`config.mk`:
```
export PLATFORM = sky130hd
export DESIGN_NAME = fbreg_top
export DESIGN_NICKNAME = d
export VERILOG_FILES = /design/src/rtl/fbreg_pkg.sv /design/src/rtl/fbreg_decode.sv /design/src/rtl/fbreg_irq.sv /design/src/rtl/fbreg_store.sv /design/src/rtl/fbreg_top.sv
export SDC_FILE = /design/constraint.sdc
export NUM_CORES = 1
export LEC_CHECK = 0
export BUFFER_PORTS_ARGS = -buffer_cell sky130_fd_sc_hd__clkbuf_2
export CORE_ASPECT_RATIO = 0.5
export CORE_MARGIN = 1
export CORE_UTILIZATION = 39
export DETAILED_ROUTE_END_ITERATION = 6
export PLACE_DENSITY = 0.54
export SLEW_MARGIN = 15
export SYNTH_ARGS = -nofsm -noshare
export SYNTH_HDL_FRONTEND = slang
export SYNTH_SLANG_ARGS = --single-unit
```
`constraint.sdc`:
```
create_clock -name clk_i -period 4.4 [get_ports clk_i]
set_input_delay 0.88 -clock clk_i [delete_from_list [all_inputs] [get_ports clk_i]]
set_output_delay 0.88 -clock clk_i [all_outputs]
set_load 0.05 [all_outputs]
```
`src/rtl/fbreg_pkg.sv`:
```
package fbreg_pkg;
    // Decoded target of a bus address
    typedef struct packed {
        logic ctrl;
        logic stat;
        logic store;
    } fbreg_sel_t;
endpackage

```
`src/rtl/fbreg_decode.sv`:
```
module fbreg_decode
    import fbreg_pkg::*;
#(
    parameter int ADDR_W   = 5,
    parameter int CTRL_OFS = 16,
    parameter int STAT_OFS = 17,
    parameter int STORE_LO = 18,
    parameter int DEPTH    = 14
) (
    input  logic [ADDR_W-1:0] addr_i,
    output fbreg_sel_t        sel_o,
    output logic [ADDR_W-1:0] store_off_o
);
    logic [ADDR_W-1:0] off;

    always_comb begin
        // Wraps below STORE_LO to a value >= DEPTH
        off          = addr_i - ADDR_W'(STORE_LO);
        sel_o.ctrl   = (addr_i == ADDR_W'(CTRL_OFS));
        sel_o.stat   = (addr_i == ADDR_W'(STAT_OFS));
        sel_o.store  = (off < ADDR_W'(DEPTH));
        store_off_o  = off;
    end
endmodule

```
`src/rtl/fbreg_irq.sv`:
```
module fbreg_irq #(
    parameter int DATA_W  = 8,
    parameter int IEN_BIT = 7
) (
    input  logic              clk_i,
    input  logic              rst_ni,
    input  logic              ctrl_wr_i,
    input  logic              stat_wr_i,
    input  logic [DATA_W-1:0] wdata_i,
    input  logic              vsync_i,
    output logic [DATA_W-1:0] ctrl_o,
    output logic              pend_o
);
    typedef struct packed {
        logic [DATA_W-1:0] ctrl;
        logic              pend;
    } irq_state_t;

    irq_state_t st_d, st_q;
    logic       set_evt;

    always_comb begin
        st_d    = st_q;
        set_evt = vsync_i && st_q.ctrl[IEN_BIT];
        if (ctrl_wr_i) st_d.ctrl = wdata_i;
        if (set_evt)        st_d.pend = 1'b1;
        else if (stat_wr_i) st_d.pend = 1'b0;
    end

    always_ff @(posedge clk_i or negedge rst_ni) begin
        if (!rst_ni) st_q <= '0;
        else         st_q <= st_d;
    end

    assign ctrl_o = st_q.ctrl;
    assign pend_o = st_q.pend;


    set_on_vsync_chk: assert property (@(posedge clk_i) disable iff (!rst_ni)
        (vsync_i && ctrl_o[IEN_BIT]) |=> pend_o);

    no_spurious_set_chk: assert property (@(posedge clk_i) disable iff (!rst_ni)
        (!pend_o && !(vsync_i && ctrl_o[IEN_BIT])) |=> !pend_o);

    clear_on_ack_chk: assert property (@(posedge clk_i) disable iff (!rst_ni)
        (stat_wr_i && !(vsync_i && ctrl_o[IEN_BIT])) |=> !pend_o);

    pend_hold_chk: assert property (@(posedge clk_i) disable iff (!rst_ni)
        (pend_o && !stat_wr_i) |=> pend_o);

    ctrl_load_chk: assert property (@(posedge clk_i) disable iff (!rst_ni)
        ctrl_wr_i |=> (ctrl_o == $past(wdata_i)));
endmodule

```
`src/rtl/fbreg_store.sv`:
```
module fbreg_store #(
    parameter int ADDR_W = 5,
    parameter int DATA_W = 8,
    parameter int DEPTH  = 14
) (
    input  logic              clk_i,
    input  logic              rst_ni,
    input  logic              wr_i,
    input  logic [ADDR_W-1:0] off_i,
    input  logic [DATA_W-1:0] wdata_i,
    output logic [DATA_W-1:0] rdata_o
);
    logic [DEPTH-1:0][DATA_W-1:0] mem_d, mem_q;
    logic [DEPTH-1:0]             hit;

    for (genvar g = 0; g < DEPTH; g++) begin : g_hit
        assign hit[g] = (off_i == ADDR_W'(g));
    end

    always_comb begin
        mem_d   = mem_q;
        rdata_o = '0;
        for (int i = 0; i < DEPTH; i++) begin
            if (wr_i && hit[i]) mem_d[i] = wdata_i;
            if (hit[i])         rdata_o  = mem_q[i];
        end
    end

    always_ff @(posedge clk_i or negedge rst_ni) begin
        if (!rst_ni) mem_q <= '0;
        else         mem_q <= mem_d;
    end


    store_idle_chk: assert property (@(posedge clk_i) disable iff (!rst_ni)
        !wr_i |=> $stable(mem_q));
endmodule

```
`src/rtl/fbreg_top.sv`:
```
module fbreg_top
    import fbreg_pkg::*;
#(
    parameter int ADDR_W   = 5,
    parameter int DATA_W   = 8,
    parameter int CTRL_OFS = 16,
    parameter int STAT_OFS = 17,
    parameter int STORE_LO = 18,
    parameter int STORE_HI = 31,
    parameter int IEN_BIT  = 7,
    parameter int PEND_BIT = 7,
    parameter int ID_BITS  = 8'h61
) (
    input  logic              clk_i,
    input  logic              rst_ni,
    input  logic              bus_we_i,
    input  logic [ADDR_W-1:0] bus_addr_i,
    input  logic [DATA_W-1:0] bus_wdata_i,
    output logic [DATA_W-1:0] bus_rdata_o,
    input  logic              vsync_i,
    output logic              irq_o
);
    localparam int DEPTH = STORE_HI - STORE_LO + 1;
    localparam logic [DATA_W-1:0] ID_VAL = DATA_W'(ID_BITS);

    fbreg_sel_t        sel;
    logic [ADDR_W-1:0] store_off;
    logic [DATA_W-1:0] ctrl_val, store_rd, stat_val;
    logic              pend;

    fbreg_decode #(
        .ADDR_W(ADDR_W), .CTRL_OFS(CTRL_OFS), .STAT_OFS(STAT_OFS),
        .STORE_LO(STORE_LO), .DEPTH(DEPTH)
    ) u_dec (
        .addr_i(bus_addr_i), .sel_o(sel), .store_off_o(store_off)
    );

    fbreg_irq #(.DATA_W(DATA_W), .IEN_BIT(IEN_BIT)) u_irq (
        .clk_i(clk_i), .rst_ni(rst_ni),
        .ctrl_wr_i(bus_we_i && sel.ctrl), .stat_wr_i(bus_we_i && sel.stat),
        .wdata_i(bus_wdata_i), .vsync_i(vsync_i),
        .ctrl_o(ctrl_val), .pend_o(pend)
    );

    fbreg_store #(.ADDR_W(ADDR_W), .DATA_W(DATA_W), .DEPTH(DEPTH)) u_store (
        .clk_i(clk_i), .rst_ni(rst_ni),
        .wr_i(bus_we_i && sel.store), .off_i(store_off),
        .wdata_i(bus_wdata_i), .rdata_o(store_rd)
    );

    always_comb begin
        stat_val           = ID_VAL;
        stat_val[PEND_BIT] = stat_val[PEND_BIT] | pend;
        unique case (1'b1)
            sel.ctrl:  bus_rdata_o = ctrl_val;
            sel.stat:  bus_rdata_o = stat_val;
            sel.store: bus_rdata_o = store_rd;
            default:   bus_rdata_o = '0;
        endcase
    end

    assign irq_o = pend;


    irq_status_chk: assert property (@(posedge clk_i) disable iff (!rst_ni)
        sel.stat |-> (bus_rdata_o[PEND_BIT] == irq_o));

    hole_zero_chk: assert property (@(posedge clk_i) disable iff (!rst_ni)
        !(sel.ctrl || sel.stat || sel.store) |-> (bus_rdata_o == '0));

    set_wins_chk: assert property (@(posedge clk_i) disable iff (!rst_ni)
        (vsync_i && ctrl_val[IEN_BIT] && bus_we_i && sel.stat) |=> irq_o);
endmodule

```
==> results of run 1 <==
per-layer routing:
metal  global-route usage, %  vias to the layer above
li1                        -                     2027
met2                   33.37                      141
met3                   6.452                       16
met1                   36.29                     2318
met4                   6.106                        0
met5                       0                        -
metrics by stage:
stage / setup slack [ns] / hold slack [ns] / area (um^2) / cells / total power [W]
floorplan: 0.02319 / 0.4524 / 6177 / 507 / 0.001708
global placement: 0.1512 / 0.4777 / 6799 / 745 / 0.001899
detailed placement: 0.1297 / 0.4825 / 6799 / 745 / 0.001908
CTS: 0.1253 / 0.4969 / 7386 / 777 / 0.003302
global route: 0.06261 / 0.5105 / 7400 / 777 / 0.003424
finish: 0.1888 / 0.4917 / 7400 / 777 / 0.003295
flip-flops by register name, summed over array words and instances (netlist names):
name	flops
u_store.mem_q	112
u_irq.ctrl_o	8
u_irq.pend_o	1
logic make-up after synthesis:
kind of cell               after synthesis  synth area share (%)
and+or+nand+nor                        114                 10.62
adders and majority gates                2                0.4068
xor gates and xnor gates                 5                0.8342
AOI/OAI and AO/OA                       94                 11.29
DFF                                    121                 49.23
buffers and inverters                   38                 2.970
muxes                                  133                 24.65
final cells by class:
| type | count | area [um^2] |
|---|---|---|
| Tap cell | 204 | 255.2 |
| Fill cell | 1402 | 8015 |
| Multi-Input combinational cell | 348 | 2977 |
| Clock inverter | 14 | 147.6 |
| Timing Repair Buffer | 63 | 519.2 |
| Sequential cell | 121 | 3028 |
| Clock buffer | 18 | 439.2 |
| Inverter | 9 | 33.78 |
power groups by stage:
| stage | combinational [W] | sequential [W] | clock (W) |
|---|---|---|---|
| after detailed placement | 0.000485 | 0.00142 | 0 |
| after global placement | 0.000476 | 0.00142 | 0 |
| after floorplan | 0.000325 | 0.00138 | 0 |
| final | 0.000487 | 0.00141 | 0.00140 |
| after CTS | 0.000486 | 0.00141 | 0.00141 |
| after global routing | 0.000526 | 0.00143 | 0.00147 |
layout by cell type (no fill, tap or decap), types with 9 or more instances in the layout:
master / netlist / final
nand2_1: 24 / 24
mux2_2: 100 / 100
clkbuf_2: 0 / 18
dfrtp_1: 121 / 121
nor2_1: 27 / 27
a21oi_1: 11 / 9
clkbuf_16: 0 / 17
inv_1: 9 / 9
o21ai_0: 13 / 12
buf_4: 2 / 37
mux2_1: 16 / 16
mux2i_1: 9 / 9
path summary, 6_finish.rpt:
check                      depth (start not counted)               from  slack [ns]           endpoint
max in group asynchronous                          2             rst_ni        3.03  u_store.mem_q[55]
min reg2reg                                        1  u_store.mem_q[17]        0.49  u_store.mem_q[17]
min in group asynchronous                          1             rst_ni        0.51  u_store.mem_q[89]
min                                                1  u_store.mem_q[17]        0.49  u_store.mem_q[17]
max reg2reg                                        1  u_store.mem_q[21]        3.57  u_store.mem_q[21]
max                                               12      bus_addr_i[1]        0.19     bus_rdata_o[1]
==> impl_metrics.tcl, run 1 <==
set metrics [dict create \
    status "finished with violations" \
    violations "DRC" \
    cp_num_buf_inv 5 \
    clkPwrFrac_pct 42.4 \
    grt_pass1_wl_um 28950 \
    ys_async_sr_fraction_pct 100.0 \
    synth_edf_count 0 \
    synth_top_area_share_pct 49.23 \
    crit_arrival_ns 3.33 \
    cts_buffers 17 \
    clk_latency_ns 0.41 \
    fin_util_pct 48.00 \
    pwr-share-comb_pct 14.8 \
    port_buffers 25 \
    ys_ff_latch 121 \
    seqPwrFrac_pct 42.8 \
    cts_sinks 121 \
    grt_overflow 0 \
    antenna_found_initial 0 \
    worstPathRequired_ns 3.52 \
    critPathLaunchType "primary input" \
    vias 4502 \
    avgSynthCellArea_um2 12.13 \
    synth_nets 526 \
    drc_errors 2 \
    row_count 32 \
    wl_met2_um 7623 \
    grt_max_degree 83 \
    core_region_area_um2 15410 \
    timing.setup.critical_path_class "in -> out" \
    drtIter0Drc 377 \
    initial_core_util_pct 39.90 \
    critical_path.max_stage_delay_ns 0.43 \
    setup_viol 0 \
    tightestPinTransition_ns 0.7983 \
    areaGrowthSynthToFinish_pct 20.30 \
    met1_length_um 9475 \
    worstPathCellList "clkbuf_2 > inv_1 > ha_1 > buf_4 > or2_1 > o32ai_1 > buf_4 > a21oi_1 > o21ai_1 > o2111ai_2 > o211ai_1 > buf_12" \
    fin_worst_skew_ns 0.0002211 \
    htree_levels 4 \
    die_x_um 179.6 \
    fmax_ghz 0.2375 \
    rsz0062_at_grt "false" \
    powerDensity_nw_per_um2 445.3 \
    synthTopCellsByCount "dfrtp_1, mux2_2, nor2_1" \
    root_buffer "clkbuf_16" \
    gp_congestion 0.9096 \
    antenna_cells 0 \
    synth_ff_type "dfrtp_1" \
    fin_crit_sh_pct 95.71 \
    p_int_w 0.002382 \
    peakVddDrop_v 0.0002567 \
    die_h_um 90.80 \
    crit_family "compound AO/OA/AOI/OAI gates" \
    synth_warnings 0 \
    synth_cell_type_count 69 \
    track_usage_pct 24.01 \
    min_path_type "reg -> reg" \
    synth.most_common_cell "dfrtp_1" \
    synth_top_area_cell "dfrtp_1" \
    final_net_count 579 \
    clockBufferDepth 2 \
    num_io_pins 26 \
    synthCells 507 \
    synth-seq-area-share_pct 49.23 \
    yosys-top-cells-area "dfrtp_1, mux2_2, mux2_1" \
    leakagePower_nw 3.396 \
    critPathSlowestCell "o32ai_1" \
    drt-vias-per-instance 5.794 \
    dieArea_um2 16310 \
    path_max_fanout 8 \
    wl_met3_um 1152 \
    tns_ns 0 \
    routed_wl_um 18440 \
    cts_setup_buffers 0 \
    wire_per_inst_um 23.74 \
    timing.final.max_slew_violations 0 \
    grt_pass1_vias 4556 \
    clkTransAtPathRegs_ns 0.06 \
    min_period_ns 4.211 \
    post_cts_resized 0 \
    syn_area_um2 6151 \
    switching_power_w 0.0009137 \
    end_kind "output port" \
    path_common_cell "buf_4" \
    cts_tree "built" \
    layout-drive-gt1-share_pct 40.14 \
    top_layer "met4" \
    hold_viol_final 0 \
    hold_buffers 0 \
    ant_nets 0 \
    hpwl_um 12930 \
    firstDrtPassIters 7 \
    max_cap_viol_count 0 \
    p_sw_share_pct 27.73 \
    slew_headroom_pct 46.78 \
]
(Power assumes the default switching activity.)
==> run 2: changes to the inputs <==
Settings changed: GPL_TIMING_DRIVEN set to 0, SLEW_MARGIN 15 to 20.
==> run 2 against run 1 <==
The flow finishes with violations (DRC, setup timing). Clock power barely moved. First-iteration DRC count increased by 18%. Worst setup slack lost 0.21 ns. Critical path type unchanged. Largest cell class is now multi-input gates. Highest routed layer unchanged.
==> impl_metrics.tcl, run 2 (synthesis results as in run 1) <==
set metrics [dict create \
    dieArea_um2 16310 \
    critPathLaunchType "primary input" \
    row_count 32 \
    cts_sinks 121 \
    crit_arrival_ns 3.54 \
    ant_nets 0 \
    antenna_found_initial 0 \
    track_usage_pct 25.31 \
    clkTransAtPathRegs_ns 0.06 \
    die_x_um 179.6 \
    grt_overflow 0 \
    min_period_ns 4.417 \
    timing.setup.critical_path_class "in -> out" \
    firstDrtPassIters 6 \
    mostFrequentLayoutCells "dfrtp_1, mux2_2, nor2_1" \
    multi_input_area_um2 3122 \
    slew_headroom_pct 46.51 \
    timing.final.max_slew_violations 0 \
    clk_latency_ns 0.42 \
    clockBufferDepth 2 \
    r2r-start "u_irq.ctrl_o[4]" \
    leakagePower_nw 3.391 \
    final_net_count 580 \
    mostFrequentLayoutCell "dfrtp_1" \
    worstSetupEndpoint "bus_rdata_o[0]" \
    place_inst 734 \
    min_path_type "in -> async" \
    powerDensity_nw_per_um2 440.5 \
    core_region_area_um2 15410 \
    path_max_fanout 10 \
    num_io_pins 26 \
    setup_viol 1 \
    max_cap_viol_count 0 \
    fin_cells 778 \
    wire_per_inst_um 25.25 \
    grt_pass1_vias 4633 \
    initial_core_util_pct 39.90 \
    hold_buffers 0 \
    vias 4640 \
    fin_worst_skew_ns 0.004929 \
    gp_congestion 0.9181 \
    largest_register_ffs 112 \
    fmax_ghz 0.2264 \
    antenna_cells 0 \
    hpwl_um 13600 \
    grt_max_degree 65 \
    num-fill-cells 1382 \
    layout-drive-gt1-share_pct 41.11 \
    htree_levels 4 \
    worstPathRequired_ns 3.52 \
    fin_crit_sh_pct 100.4 \
    cts_buffers 17 \
    rrSetupSlack_ns 3.58 \
    areaGrowthSynthToFinish_pct 21.14 \
    rr_worst_depth 1 \
    tightestPinTransition_ns 0.8023 \
    die_h_um 90.80 \
    dp_slack_ns -0.6554 \
    crit_start "bus_addr_i[1]" \
    regMostFlops "u_store.mem_q" \
    status "finished with violations" \
    port_buffers 22 \
    root_buffer "clkbuf_16" \
    drt-vias-per-instance 5.964 \
    rsz0062_at_grt "true" \
    grt_pass1_wl_um 30080 \
    whs_ns 0.4492 \
    cts_tree "built" \
    peakVddDrop_v 0.0002492 \
    power_w 0.003282 \
    violations "DRC, setup timing" \
    timing.final.ws_setup_ns -0.01724 \
    timing.rr.end "u_irq.ctrl_o[4]" \
    routed_wl_um 19650 \
    register_area_um2 3028 \
    drtIter0Drc 443 \
    hold_viol_final 0 \
    drc_errors 2 \
    end_kind "output port" \
]
==> run 2: changes by cell type in the layout (fill, tap and decap cells not counted), sizes merged <==
cell,delta
buf,-11
inv,+1
clkinvlp,-2
clkbuf,+13
==> run 2: critical path: stages <==
cell	delay (ns)
buf_4	0.14
buf_6	0.15
inv_2	0.07
ha_1	0.41
nand2_1	0.34
or4_1	0.56
buf_2	0.22
o22a_1	0.20
a31oi_1	0.25
a21oi_2	0.08
clkbuf_4	0.22
==> run 2: report_power, final <==
part           switching, W  total [W]  leakage [nW]  internal (W)
clock              0.000543    0.00138         0.274      0.000838
sequential         0.000110    0.00140          1.61       0.00129
combinational      0.000266   0.000497          1.50      0.000230
==> run 2: worst min-delay path by stage <==
stage                            from                  to  slack [ns]
global route                   rst_ni  u_store.mem_q[107]        0.48
floorplan           u_store.mem_q[18]   u_store.mem_q[18]        0.45
global placement    u_store.mem_q[18]   u_store.mem_q[18]        0.47
detailed placement  u_store.mem_q[18]   u_store.mem_q[18]        0.47
finish                         rst_ni  u_store.mem_q[107]        0.45
CTS                            rst_ni  u_store.mem_q[107]        0.48
==> run 2: cell type report <==
type	instances	share of cell area [%]
buffer	29	2.284
clock buffer	19	5.810
clock inverter	13	1.948
inverter	9	0.4534
multi-input combinational	348	41.90
sequential	121	40.64
tap	204	3.426
timing repair buffer	35	3.543
==> run 2: what timing repair did <==
action,in CTS,in global routing
setup buffers,7,5
resized for setup,31,18
setup endpoints to repair,8,8
pin swaps,7,5
==> run 2: stage by stage <==
step                setup TNS [ns]  util (%)  instance area [um^2]
CTS                              0     47.67                  7348
floorplan                        0         -                  6177
global placement            -3.767     42.44                  6543
finish                    -0.01724     48.34                  7451
detailed placement          -3.533     42.68                  6579
global route               -0.1097     48.34                  7451
==> run 2: routing by layer <==
metal	vias to the layer above	global-route usage [%]	wire, um
li1	2016	-	-
met1	2413	38.61	9933
met2	190	35.45	8092
met3	21	6.331	1397
met4	0	5.747	224
met5	-	0	0
==> run 3: changes to the inputs <==
Settings changed: SYNTH_HIERARCHICAL set to 1.
==> run 3 against run 2 <==
The run now ends clean. Clock-buffer cell count unchanged. Die area is 1.0% higher. Final area increased by 4.3%. Sequential power is essentially flat. Worst setup slack gained 0.096 ns. Critical endpoint is now bus_rdata_o[6]. Largest cell class unchanged.
==> impl_metrics.tcl, run 3 <==
set metrics [dict create \
    status "finished, final reports clean" \
    fmax_ghz 0.2314 \
    vias 4538 \
    synth_top_area_share_pct 48.73 \
    initial_core_util_pct 40.10 \
    path_max_fanout 10 \
    areaGrowthSynthToFinish_pct 25.11 \
    avgSynthCellArea_um2 12.18 \
    ys_ff_latch 121 \
    grt_pass1_vias 4471 \
    syn_area_um2 6213 \
    timing.final.max_slew_violations 0 \
    antenna_cells 0 \
    place_area_um2 6630 \
    hold_viol_final 0 \
    wire_per_inst_um 22.44 \
    place_inst 740 \
    fin_worst_skew_ns 0.0001226 \
    track_usage_pct 22.60 \
    peakVddDrop_v 0.0002210 \
    p_sw_share_pct 26.20 \
    p_int_w 0.002585 \
    synthCells 510 \
    clockBufferDepth 2 \
    final_cell_area_um2 7774 \
    die_h_um 91.25 \
    regMostFlops "u_store/mem_q" \
    synth_cell_type_count 74 \
    yosys-top-cells-area "dfrtp_1, mux2_2, mux2_4" \
    leakagePower_nw 3.560 \
    die_x_um 180.5 \
    timing.setup.critical_path_class "in -> out" \
    synth.most_common_cell "dfrtp_1" \
    grt_overflow 0 \
    switching_power_w 0.0009177 \
    hold_buffers 0 \
    cts_tree "built" \
    routed_wl_um 17510 \
    layout-drive-gt1-share_pct 49.31 \
    r2r-start "u_store/mem_q[111]" \
    ant_nets 0 \
    synth_top_area_cell "dfrtp_1" \
    row_count 32 \
    drt-vias-per-instance 5.818 \
    pwr-share-comb_pct 15.4 \
    setup_viol 0 \
    root_buffer "clkbuf_16" \
    tightestPinTransition_ns 0.7672 \
    firstDrtPassIters 5 \
    min_path_type "in -> async" \
    grt_max_degree 72 \
    clkTransAtPathRegs_ns 0.06 \
    whs_ns 0.4096 \
    final_net_count 582 \
    mostFrequentLayoutCells "dfrtp_1, mux2_2, a21oi_1" \
    hpwl_um 12450 \
    end_kind "output port" \
    synth_nets 529 \
    mostFrequentLayoutCell "dfrtp_1" \
    crit_start "bus_addr_i[1]" \
    num_io_pins 26 \
    synth_edf_count 0 \
    clk_latency_ns 0.41 \
    largest_register_ffs 112 \
    grt_pass1_wl_um 27520 \
    crit_arrival_ns 3.44 \
    max_cap_viol_count 0 \
    drc_errors 0 \
    seqPwrFrac_pct 40.0 \
    fin_crit_sh_pct 98.21 \
    powerDensity_nw_per_um2 450.6 \
    ys_async_sr_fraction_pct 100.0 \
    synth-seq-area-share_pct 48.73 \
    critPathLaunchType "primary input" \
    slew_headroom_pct 48.14 \
    clkPwrFrac_pct 44.6 \
    num-fill-cells 1353 \
    synth_warnings 6 \
    fin_util_pct 50.17 \
    cts_sinks 121 \
    fin_cells 780 \
    port_buffers 25 \
    worstPathRequired_ns 3.52 \
    cts_buffers 17 \
    antenna_found_initial 0 \
    min_period_ns 4.321 \
    synthTopCellsByCount "dfrtp_1, mux2_2, a21oi_1" \
    gp_congestion 0.8853 \
    drtIter0Drc 387 \
    htree_levels 4 \
    dieArea_um2 16470 \
    core_region_area_um2 15490 \
    synth_ff_type "dfrtp_1" \
]
[run 3: cell types whose count changed after synthesis, sizes merged, moves of 5 or more]
cell	change
a22oi	-8
a21oi	+12
nor2b	+5
mux2i	+6
nor4	-6
and2	+5
nor2	-12
[run 3: cell families after synthesis]
group	count (synthesis)	synth area share (%)
mux	137	25.43
flops	121	48.73
simple gates	109	10.83
compound gates	98	11.10
buf+inv	42	3.363
fa+ha+maj	2	0.4027
xor+xnor	1	0.1410
[run 3: power by group through the flow]
stage	Clock, W	Combinational (W)	Sequential (W)
finish	0.00156	0.000540	0.00140
global route	0.00164	0.000581	0.00142
CTS	0.00159	0.000514	0.00139
detailed placement	0	0.000479	0.00141
global placement	0	0.000466	0.00141
floorplan	0	0.000343	0.00138
[run 3: layout make-up]
class                   count  area [um^2]  share of cell area (%)
plain buffers              33        216.5                   2.784
clock buffers              19        442.9                   5.698
clock inverters            13        217.7                   2.801
inverters                   9        37.54                  0.4829
multi-input cells         347         3279                   42.19
flip-flops and latches    121         3028                   38.95
well taps                 204        255.2                   3.283
repair buffers             34        296.5                   3.815
[run 3: timing repair]
action,4_1_cts,5_1_grt
buffers inserted,3,5
endpoints found under the setup margin,8,8
pin swaps,12,17
resized for setup,58,42
[run 3: per-stage QoR]
step | total power (W) | TNS [ns] | setup slack, ns
floorplan | 0.001723 | 0 | 0.2413
global placement | 0.001875 | -3.855 | -0.6726
detailed placement | 0.001888 | -3.706 | -0.6685
CTS | 0.003495 | 0 | 0.0008320
global route | 0.003642 | -0.004211 | -0.004211
finish | 0.003503 | 0 | 0.07868
[run 3: metal layers]
layer  vias to the layer above  GRT usage, %  routed length [um]
met3                        25         4.693                1158
met2                       174         29.68                6841
met1                      2333         36.17                9310
li1                       2006             -                   -
met5                         -             0                   0
met4                         0         6.339                 195
[run 3: critical path: stages]
cell	delay, ns
buf_4	0.14
or4_4	0.52
and2_4	0.20
buf_6	0.15
or3b_4	0.46
nor2_4	0.16
a221oi_1	0.11
a21oi_2	0.27
a2bb2oi_2	0.18
a221o_1	0.17
clkbuf_8	0.18
[run 3: worst paths after layout]
| check | end | slack [ns] | depth (start not counted) |
|---|---|---|---|
| worst max-delay path | bus_rdata_o[6] | 0.08 | 11 |
| worst min-delay path | u_irq/ctrl_o[2] | 0.41 | 1 |
| worst min register to register | u_store/mem_q[103] | 0.50 | 1 |
| worst max register to register | u_store/mem_q[111] | 3.58 | 1 |
| max in group asynchronous | u_store/mem_q[23] | 3.28 | 2 |
| min in group clk_i | u_store/mem_q[103] | 0.50 | 1 |
